[src/rtl/sig_scan_pkg.sv]
`timescale 1ns/1ps
package sig_scan_pkg;
  typedef enum logic [1:0] {
    SEL_START = 2'd0,
    SEL_END   = 2'd1,
    SEL_REF   = 2'd2,
    SEL_CTRL  = 2'd3
  } cfg_sel_e;

  typedef enum logic [1:0] {
    ST_IDLE = 2'd0,
    ST_RUN  = 2'd1,
    ST_TAIL = 2'd2
  } scan_st_e;

  localparam int CTRL_EN_BIT  = 0;
  localparam int CTRL_CLR_BIT = 1;
  localparam int CTRL_WIN_LSB = 2;
endpackage

[src/rtl/sig_scan_cfg.sv]
`timescale 1ns/1ps
module sig_scan_cfg
  import sig_scan_pkg::*;
#(
  parameter int ADDR_W  = 16,
  parameter int DATA_W  = 16,
  parameter int WIN_W   = 8,
  parameter int CFG_W   = 32,
  parameter int WIN_RST = 8
) (
  input  logic              clk,
  input  logic              rst,
  input  logic              wr,
  input  logic [1:0]        sel,
  input  logic [CFG_W-1:0]  wdata,
  output logic [ADDR_W-1:0] start_addr,
  output logic [ADDR_W-1:0] end_addr,
  output logic [DATA_W-1:0] ref_sig,
  output logic [WIN_W-1:0]  window,
  output logic              enable,
  output logic              clr_err
);
  cfg_sel_e sel_e;
  assign sel_e = cfg_sel_e'(sel);

  always_ff @(posedge clk) begin
    if (rst) begin
      start_addr <= '0;
      end_addr   <= '1;
      ref_sig    <= '0;
      window     <= WIN_W'(WIN_RST);
      enable     <= 1'b0;
      clr_err    <= 1'b0;
    end else begin
      clr_err <= 1'b0;
      if (wr) begin
        case (sel_e)
          // range and reference are frozen while a scan is running
          SEL_START: if (!enable) start_addr <= wdata[ADDR_W-1:0];
          SEL_END:   if (!enable) end_addr   <= wdata[ADDR_W-1:0];
          SEL_REF:   if (!enable) ref_sig    <= wdata[DATA_W-1:0];
          SEL_CTRL: begin
            enable  <= wdata[CTRL_EN_BIT];
            clr_err <= wdata[CTRL_CLR_BIT];
            window  <= wdata[CTRL_WIN_LSB +: WIN_W];
          end
          default: ;
        endcase
      end
    end
  end
endmodule

[src/rtl/sig_scan_misr.sv]
`timescale 1ns/1ps
module sig_scan_misr #(
  parameter int          W    = 16,
  parameter int unsigned POLY = 32'h1021,
  parameter int unsigned SEED = 32'hFFFF
) (
  input  logic         clk,
  input  logic         rst,
  input  logic         seed,
  input  logic         fold,
  input  logic [W-1:0] din,
  output logic [W-1:0] sig_q,
  output logic [W-1:0] sig_nx
);
  localparam logic [W-1:0] POLY_V = POLY[W-1:0];
  localparam logic [W-1:0] SEED_V = SEED[W-1:0];

  logic [W-1:0] shifted;

  always_comb begin
    shifted = {sig_q[W-2:0], 1'b0};
    if (sig_q[W-1]) shifted = shifted ^ POLY_V;
    sig_nx = shifted ^ din;
  end

  always_ff @(posedge clk) begin
    if (rst)       sig_q <= SEED_V;
    else if (seed) sig_q <= SEED_V;
    else if (fold) sig_q <= sig_nx;
  end
endmodule

[src/rtl/sig_scan_seq.sv]
`timescale 1ns/1ps
module sig_scan_seq
  import sig_scan_pkg::*;
#(
  parameter int ADDR_W = 16,
  parameter int WIN_W  = 8
) (
  input  logic              clk,
  input  logic              rst,
  input  logic              enable,
  input  logic [ADDR_W-1:0] start_addr,
  input  logic [ADDR_W-1:0] end_addr,
  input  logic [WIN_W-1:0]  window,
  input  logic              cpu_busy,
  input  logic              scan_gnt,
  output logic              rd_en,
  output logic [ADDR_W-1:0] addr,
  output logic              scan_req,
  output logic              rvalid,
  output logic              pass_done,
  output logic              seed
);
  scan_st_e          st;
  logic [WIN_W-1:0]  cnt;

  assign rd_en     = (st == ST_RUN) && (!cpu_busy || scan_gnt);
  assign scan_req  = (st == ST_RUN) && (cnt == '0);
  assign pass_done = (st == ST_TAIL);
  assign seed      = ((st == ST_IDLE) && enable) || (st == ST_TAIL);

  always_ff @(posedge clk) begin
    if (rst) begin
      st     <= ST_IDLE;
      addr   <= '0;
      cnt    <= '0;
      rvalid <= 1'b0;
    end else begin
      rvalid <= rd_en && enable;
      if (!enable) begin
        st <= ST_IDLE;
      end else begin
        case (st)
          ST_IDLE: begin
            st   <= ST_RUN;
            addr <= start_addr;
            cnt  <= window;
          end
          ST_RUN: begin
            if (rd_en) begin
              cnt <= window;
              if (addr == end_addr) st <= ST_TAIL;
              else                  addr <= addr + 1'b1;
            end else if (cnt != '0) begin
              cnt <= cnt - 1'b1;
            end
          end
          ST_TAIL: begin
            st   <= ST_RUN;
            addr <= start_addr;
            cnt  <= window;
          end
          default: st <= ST_IDLE;
        endcase
      end
    end
  end
endmodule

[src/rtl/mem_sig_scanner.sv]
`timescale 1ns/1ps
module mem_sig_scanner #(
  parameter int ADDR_W  = 16,
  parameter int DATA_W  = 16,
  parameter int WIN_W   = 8,
  parameter int CFG_W   = 32,
  parameter int CNT_W   = 16,
  parameter int WIN_RST = 8
) (
  input  logic              clk,
  input  logic              rst,
  input  logic              cfg_wr,
  input  logic [1:0]        cfg_sel,
  input  logic [CFG_W-1:0]  cfg_wdata,
  input  logic              cpu_busy,
  output logic              scan_req,
  input  logic              scan_gnt,
  output logic              mem_rd_en,
  output logic [ADDR_W-1:0] mem_addr,
  input  logic [DATA_W-1:0] mem_rdata,
  output logic              irq,
  output logic              err_flag,
  output logic [CNT_W-1:0]  pass_count,
  output logic [DATA_W-1:0] sig_out
);
  logic [ADDR_W-1:0] cfg_start, cfg_end;
  logic [DATA_W-1:0] cfg_ref;
  logic [WIN_W-1:0]  cfg_win;
  logic              cfg_en, cfg_clr;
  logic              rvalid, pass_done, seed;
  logic [DATA_W-1:0] sig_q, sig_nx;
  logic              mismatch;

  sig_scan_cfg #(
    .ADDR_W(ADDR_W), .DATA_W(DATA_W), .WIN_W(WIN_W),
    .CFG_W(CFG_W), .WIN_RST(WIN_RST)
  ) u_cfg (
    .clk(clk), .rst(rst), .wr(cfg_wr), .sel(cfg_sel), .wdata(cfg_wdata),
    .start_addr(cfg_start), .end_addr(cfg_end), .ref_sig(cfg_ref),
    .window(cfg_win), .enable(cfg_en), .clr_err(cfg_clr)
  );

  sig_scan_seq #(.ADDR_W(ADDR_W), .WIN_W(WIN_W)) u_seq (
    .clk(clk), .rst(rst), .enable(cfg_en),
    .start_addr(cfg_start), .end_addr(cfg_end), .window(cfg_win),
    .cpu_busy(cpu_busy), .scan_gnt(scan_gnt),
    .rd_en(mem_rd_en), .addr(mem_addr), .scan_req(scan_req),
    .rvalid(rvalid), .pass_done(pass_done), .seed(seed)
  );

  sig_scan_misr #(.W(DATA_W)) u_misr (
    .clk(clk), .rst(rst), .seed(seed), .fold(rvalid),
    .din(mem_rdata), .sig_q(sig_q), .sig_nx(sig_nx)
  );

  // in the tail cycle the last word is on mem_rdata; sig_nx is the final value
  assign mismatch = (sig_nx != cfg_ref);

  always_ff @(posedge clk) begin
    if (rst) begin
      irq        <= 1'b0;
      err_flag   <= 1'b0;
      pass_count <= '0;
      sig_out    <= '0;
    end else begin
      irq <= pass_done && mismatch;
      if (pass_done) begin
        pass_count <= pass_count + 1'b1;
        sig_out    <= sig_nx;
      end
      if (pass_done && mismatch) err_flag <= 1'b1;
      else if (cfg_clr)          err_flag <= 1'b0;
    end
  end
endmodule

[config.mk]
export PLATFORM = sky130hd
export DESIGN_NAME = mem_sig_scanner
export DESIGN_NICKNAME = d
export VERILOG_FILES = /design/src/rtl/sig_scan_pkg.sv /design/src/rtl/sig_scan_cfg.sv /design/src/rtl/sig_scan_misr.sv /design/src/rtl/sig_scan_seq.sv /design/src/rtl/mem_sig_scanner.sv
export SDC_FILE = /design/constraint.sdc
export NUM_CORES = 1
export LEC_CHECK = 0
export ABC_CLOCK_PERIOD_IN_PS = 2700
export BUFFER_PORTS_ARGS = -buffer_cell sky130_fd_sc_hd__buf_4
export CELL_PAD_IN_SITES_DETAIL_PLACEMENT = 1
export CELL_PAD_IN_SITES_GLOBAL_PLACEMENT = 2
export CORE_UTILIZATION = 32
export DETAILED_ROUTE_END_ITERATION = 12
export PLACE_DENSITY = 0.77
export SYNTH_ARGS = -nofsm -noshare
export SYNTH_HDL_FRONTEND = slang
export SYNTH_SLANG_ARGS = --single-unit
export TNS_END_PERCENT = 20
[constraint.sdc]
create_clock -name clk -period 2.7 [get_ports clk]
set_clock_uncertainty 0.05 [all_clocks]
set_input_delay 0.405 -clock clk [delete_from_list [all_inputs] [get_ports clk]]
set_output_delay 0.405 -clock clk [all_outputs]
set_load 0.03 [all_outputs]
After elaboration in Yosys (flattened, before gate mapping)
Cells that the tools add are included.
Cells by class
  mux-type cells: 12
  equal/unequal tests: 11
  bitwise gates (word level): 5
  $add $sub $neg: 3
  reduce and logical (&&, ||, !) cells: 25
Operator list (count)
  adder 16 x 1 -> 16 bit, second input constant: 2
  two-way mux 16 bit: 2
  case mux 16 bit (2 select lines): 1
  == test 16 bit: 1
  two-way mux 8 bit: 2
  inequality test 16 bit: 1
  case mux 8 bit (2 select lines): 1
  bitwise XOR 16 bit: 1
  two-way mux 13 bit: 1
  AND reduction 3 bit: 4
  logical NOT 8 bit: 1
  nonzero test 8 bit: 1
  subtractor 8 x 1 -> 8 bit, second input constant: 1
  == test 2 bit, second input constant: 3
  OR reduction 2 bit: 3
  logical AND 1 bit: 5
  == test 2 x 1 -> 1 bit, second input constant: 2
  logical NOT 2 bit: 2
  two-way mux 2 bit: 2
  inequality test 2 bit, second input constant: 2
  case mux 2 bit (2 select lines): 1
  AND reduction 2 bit: 2
  AND reduction 4 bit: 1
  nonzero test 2 bit: 2
  8 further kinds: 12
Word-level totals
  output and inout port bits: 52
  word-level logic and storage cells: 71
  register bits: 135

Logic depth before layout (Yosys ltp)
  depth after elaboration: 6
  gate-level depth with buffers: 9
  depth with buffers taken out: 8

Hierarchy
A second synthesis with hierarchy kept.
Second synthesis, totals
  cell total of the unflattened synthesis: 711
  area, all modules: 6653.9 um^2
By module, submodules not included
  sig_scan_cfg: cells an instance 228, sequential area each 1161.1 um^2, times used 1, area an instance 2368.5 um^2
  sig_scan_seq: cells an instance 254, sequential area each 540.5 um^2, times used 1, area an instance 1964.4 um^2
  mem_sig_scanner: cells an instance 156, sequential area each 680.7 um^2, times used 1, area an instance 1502.7 um^2
  sig_scan_misr: cells an instance 73, sequential area each 320.3 um^2, times used 1, area an instance 818.3 um^2

Worst setup path after synthesis
OpenSTA, ideal clock, no wires.
  path kind: flip-flop to flip-flop
  start point: register u_seq.addr[3]
  end point: register u_seq.addr[15]
  slack: 0.465 ns
  clock period less this slack: 2.235 ns
  cell stages (with the launch flop): 6
  buffers on the path: 0
  data arrival time: 2.066 ns
  data required time: 2.530 ns
  cells stage by stage: dfxtp_1 -> and4_1 -> nand3_2 -> or4_4 -> a32o_1 -> a211o_1
Between the ends
  cells in the longest elaborated chain, start to end: 4
  elaborated cells between the ends (all ways): 7
  those cells by class: 1 x add/sub; 2 x eq/ne; 3 x mux; 1 x reduce/logical
RTL lines
  start: declaration: RTL line sig_scan_seq.sv:17  | output logic [ADDR_W-1:0] addr,
  start signal: assignment: RTL line sig_scan_seq.sv:45  | addr <= start_addr;
  start signal: assignment: RTL line sig_scan_seq.sv:52  | else addr <= addr + 1'b1;
  start signal: assignment: RTL line sig_scan_seq.sv:59  | addr <= start_addr;
  adder 16 x 1 -> 16 bit: RTL line sig_scan_seq.sv:52
  two-way mux 16 bit: RTL line sig_scan_seq.sv:51  | if (addr == end_addr) st <= ST_TAIL;
  two-way mux 16 bit: RTL line sig_scan_seq.sv:49  | if (rd_en) begin
  case mux 16 bit (2 select lines): RTL line sig_scan_seq.sv:42  | case (st)
Several ways; a longest one is shown, not always the timed one. The select of a mux whose other input is x is not followed.
A chain may end at the register's enable or synchronous reset.

Final worst setup path
  start point: register u_seq.cnt[2]
  end point: output scan_req
Between the ends
  cells in the longest elaborated chain, start to end: 2
RTL lines
  start: declaration: RTL line sig_scan_seq.sv:24  | logic [WIN_W-1:0] cnt;
  start signal: assignment: RTL line sig_scan_seq.sv:46  | cnt <= window;
  start signal: assignment: RTL line sig_scan_seq.sv:50  | cnt <= window;
  start signal: assignment: RTL line sig_scan_seq.sv:54  | cnt <= cnt - 1'b1;
  logical NOT 8 bit: RTL line sig_scan_seq.sv:27  | assign scan_req = (st == ST_RUN) && (cnt == '0);
  logical AND 1 bit: RTL line sig_scan_seq.sv:27
  end: declaration: RTL line mem_sig_scanner.sv:16  | output logic scan_req,
No other way between the ends.

==> results.yml <==
route:
  via_per_inst: 5.14
  first_pass_iters: 8
  drtAntennaViolNets: 0
  vias: 5491
  wl_mm: 18.6
  drt-initial-drc-count: 200
  post_drt_wl_per_cell_um: 17.4
  drc_errors: 10
cts:
  h-tree-depth: 4
  clkLatencyLatePin_ns: 0.43
  numCtsBuffers: 17
  clock_path_buffers: 2
  clk_pin_slew_ns: 0.06
  ctsHoldBuffers: 0
  post_cts_buffers: 0
  post_cts_resized: 0
  cts_sinks: 135
  tritoncts: "built"
  root_buffer: "clkbuf_16"
logic_synthesis:
  synth-simple-area-share_pct: 25.3
  synthTopCellsByArea: "dfxtp_1 45%, nand2_1 12%, xor2_1 5.7%"
  synth_top_cell_area_share_pct: 45.4
  yosysTopAreaCell: "dfxtp_1"
  synthAdderAreaFrac_pct: 0.841
  ys.flop_type: "dfxtp_1"
  ys_ff_latch: 135
  muxShareOfSynthArea_pct: 0.168
  avgSynthCellArea_um2: 7.97
  syn_nets: 805
  async_reset_ff_share_pct: 0
  syn_inst: 746
  synth_cell_types: 52
  synth_edf_count: 0
  yosys_warnings: 0
  synth_top_family_by_area: "simple AND/OR/NAND/NOR gates"
  netlist_area_mm2: 0.00595
  synth-compound-area-share_pct: 15.4
  seq_area_frac_synth_pct: 45.4
  synth_xor_area_share_pct: 9.42
job:
  drv_cap: 0
layout:
  final_cell_mix: "184 x nand2_1, 135 x dfxtp_1, 101 x buf_4, 65 x a21oi_1, 57 x nor2_1"
  diodes: 0
  multiInputGateArea_mm2: 0.00304
  layout-drive-gt1-share_pct: 16.7
  layout_commonest_cell: "nand2_1"
  final_area_mm2: 0.00741
  nFillCells: 2170
  register_area_mm2: 0.00270
  area_growth_pct: 24.5
  nNetsFinal: 886
placement:
  port_buffers: 90
  dpl-instance-area_mm2: 0.00684
  dp_hpwl_mm: 13.7
  finalWeightedCongestion: 0.808
  pre_cts_ws_ns: 0.415
die:
  rows: 49
  ioPinCount: 107
  start_util_pct: 32.9
  die_w_um: 138
  dieArea_mm2: 0.0191
  die_y_um: 138
  core_mm2: 0.0181
setup_path:
  crit_fanout: 8
  critPathTopFamily: "simple AND/OR/NAND/NOR gates"
  r2r-start: "u_seq.addr[3]"
  start_kind: "flop"
  arrival_ns: 1.81
  reg2regPathDepth: 5
  crit_slowest_cell: "nor4_1"
  regToRegSetupSlack_ns: 0.45
  cp_num_buf_inv: 1
  critical_path.max_stage_delay_ns: 0.63
  crit_chain: "nor4_1, nand2_1, nor2_1, buf_4"
  cp-end-kind: "output port"
  rr_endpoint: "u_seq.addr[15]"
  crit_type: "reg -> out"
  cp.required_ns: 2.25
sta:
  fin_hold_ws_ns: 0.175
  period_share_pct: 83.7
  worstMarginPinSlew_ns: 0.970
  setup_viol: 0
  relSlewSlack_pct: 35.3
  slew_viol_final: 0
  fmax_ghz: 0.442
  final_hold_viol_count: 0
  rsz0062_at_grt: "false"
  tns_ns: 0
  fin_crit_ns: 2.26
  fin_ws_ns: 0.440
power_and_ir_drop:
  power_density_mw_per_mm2: 620
  ir_drop_v: 0.000444
  finalPower_w: 0.00459
  p_leak_nw: 2.83
worst_hold_path:
  hold_class: "in -> reg"
  hold_start: "cfg_wdata[13]"
  min_to: "u_cfg.end_addr[13]"
  whs_path_depth: 3
run_status:
  outcome: "complete, but fails checks"
  violations: "design-rule violations"
global_route:
  antenna_found_initial: 0
  globalRouteOverflowTotal: 0
  grt_pass1_wl_mm: 29.6
  grt_max_degree: 78
  grt_pass1_vias: 5605
  grt_use_total_pct: 19.9
==> cells in the mapped netlist (all sizes together), types with 8 or more instances <==
cell / instances
clkbuf: 35
nand4: 8
o21ai: 33
xor2: 39
xnor2: 25
dfxtp: 135
nor3: 17
nor4: 10
a211oi: 15
nand2: 184
nor2: 57
nand3: 35
a21oi: 65
==> per-layer routing <==
layer  track usage (%)  routed length [um]  up-vias
met1              25.1                8510     2651
met5                 0                   0        -
li1                  -                   -     2722
met2              33.8                9020       98
met3              3.71                 749       20
met4              7.10                 278        0
==> cells by family (layout without fill, tap and decap cells) <==
kind of cell | after synthesis | count (layout)
and+or+nand+nor | 344 | 344
AOI/OAI and AO/OA | 150 | 150
DFF | 135 | 135
xor gates and xnor gates | 64 | 64
buffers and inverters | 48 | 142
adders and majority gates | 4 | 4
muxes | 1 | 1
==> tightest hold or removal path, stage by stage <==
cell	delay (ns)
buf_4	0.10
nand2_1	0.05
nand3_1	0.07
==> registers in the layout, summed over array words and instances (netlist names), 2 cells and up <==
register          count
u_misr.sig_q         16
u_seq.st              2
u_seq.addr           16
pass_count           16
u_cfg.end_addr       16
u_cfg.start_addr     16
u_cfg.ref_sig        16
u_seq.cnt             8
u_cfg.window          8
sig_out              16
==> per-stage QoR <==
stage | instances | utilization [%]
final | 1069 | 41.0
after global routing | 1069 | 41.0
after detailed placement | 1037 | 37.8
after floorplan | 746 | -
after CTS | 1069 | 41.0
after global placement | 1037 | 37.8
==> area by class of cell <==
type	count	share of cell area (%)
multi-input combinational	563	41.1
sequential	135	36.5
timing repair buffer	102	10.5
clock buffer	20	6.30
tap	229	3.87
clock inverter	12	1.38
inverter	8	0.405
==> how the worst max path moves through the flow <==
stage | from | to | slack (ns) | cells past startpoint
5_1_grt | u_seq.addr[3] | u_seq.addr[15] | 0.33 | 5
6_report | u_seq.cnt[2] | scan_req | 0.44 | 4
2_1_floorplan | u_seq.addr[3] | u_seq.addr[15] | 0.46 | 5
4_1_cts | u_seq.cnt[2] | scan_req | 0.41 | 4
3_5_place_dp | scan_gnt | u_seq.addr[11] | 0.42 | 6
3_3_place_gp | scan_gnt | u_seq.addr[11] | 0.50 | 6
==> power breakdown <==
part,leakage (nW),internal [W],switching (W)
Sequential,1.09,0.00203,0.0000320
Combinational,1.46,0.000114,0.000184
Clock,0.274,0.00133,0.000899
Total,2.83,0.00348,0.00111
Power figures use the tool's default switching activity.
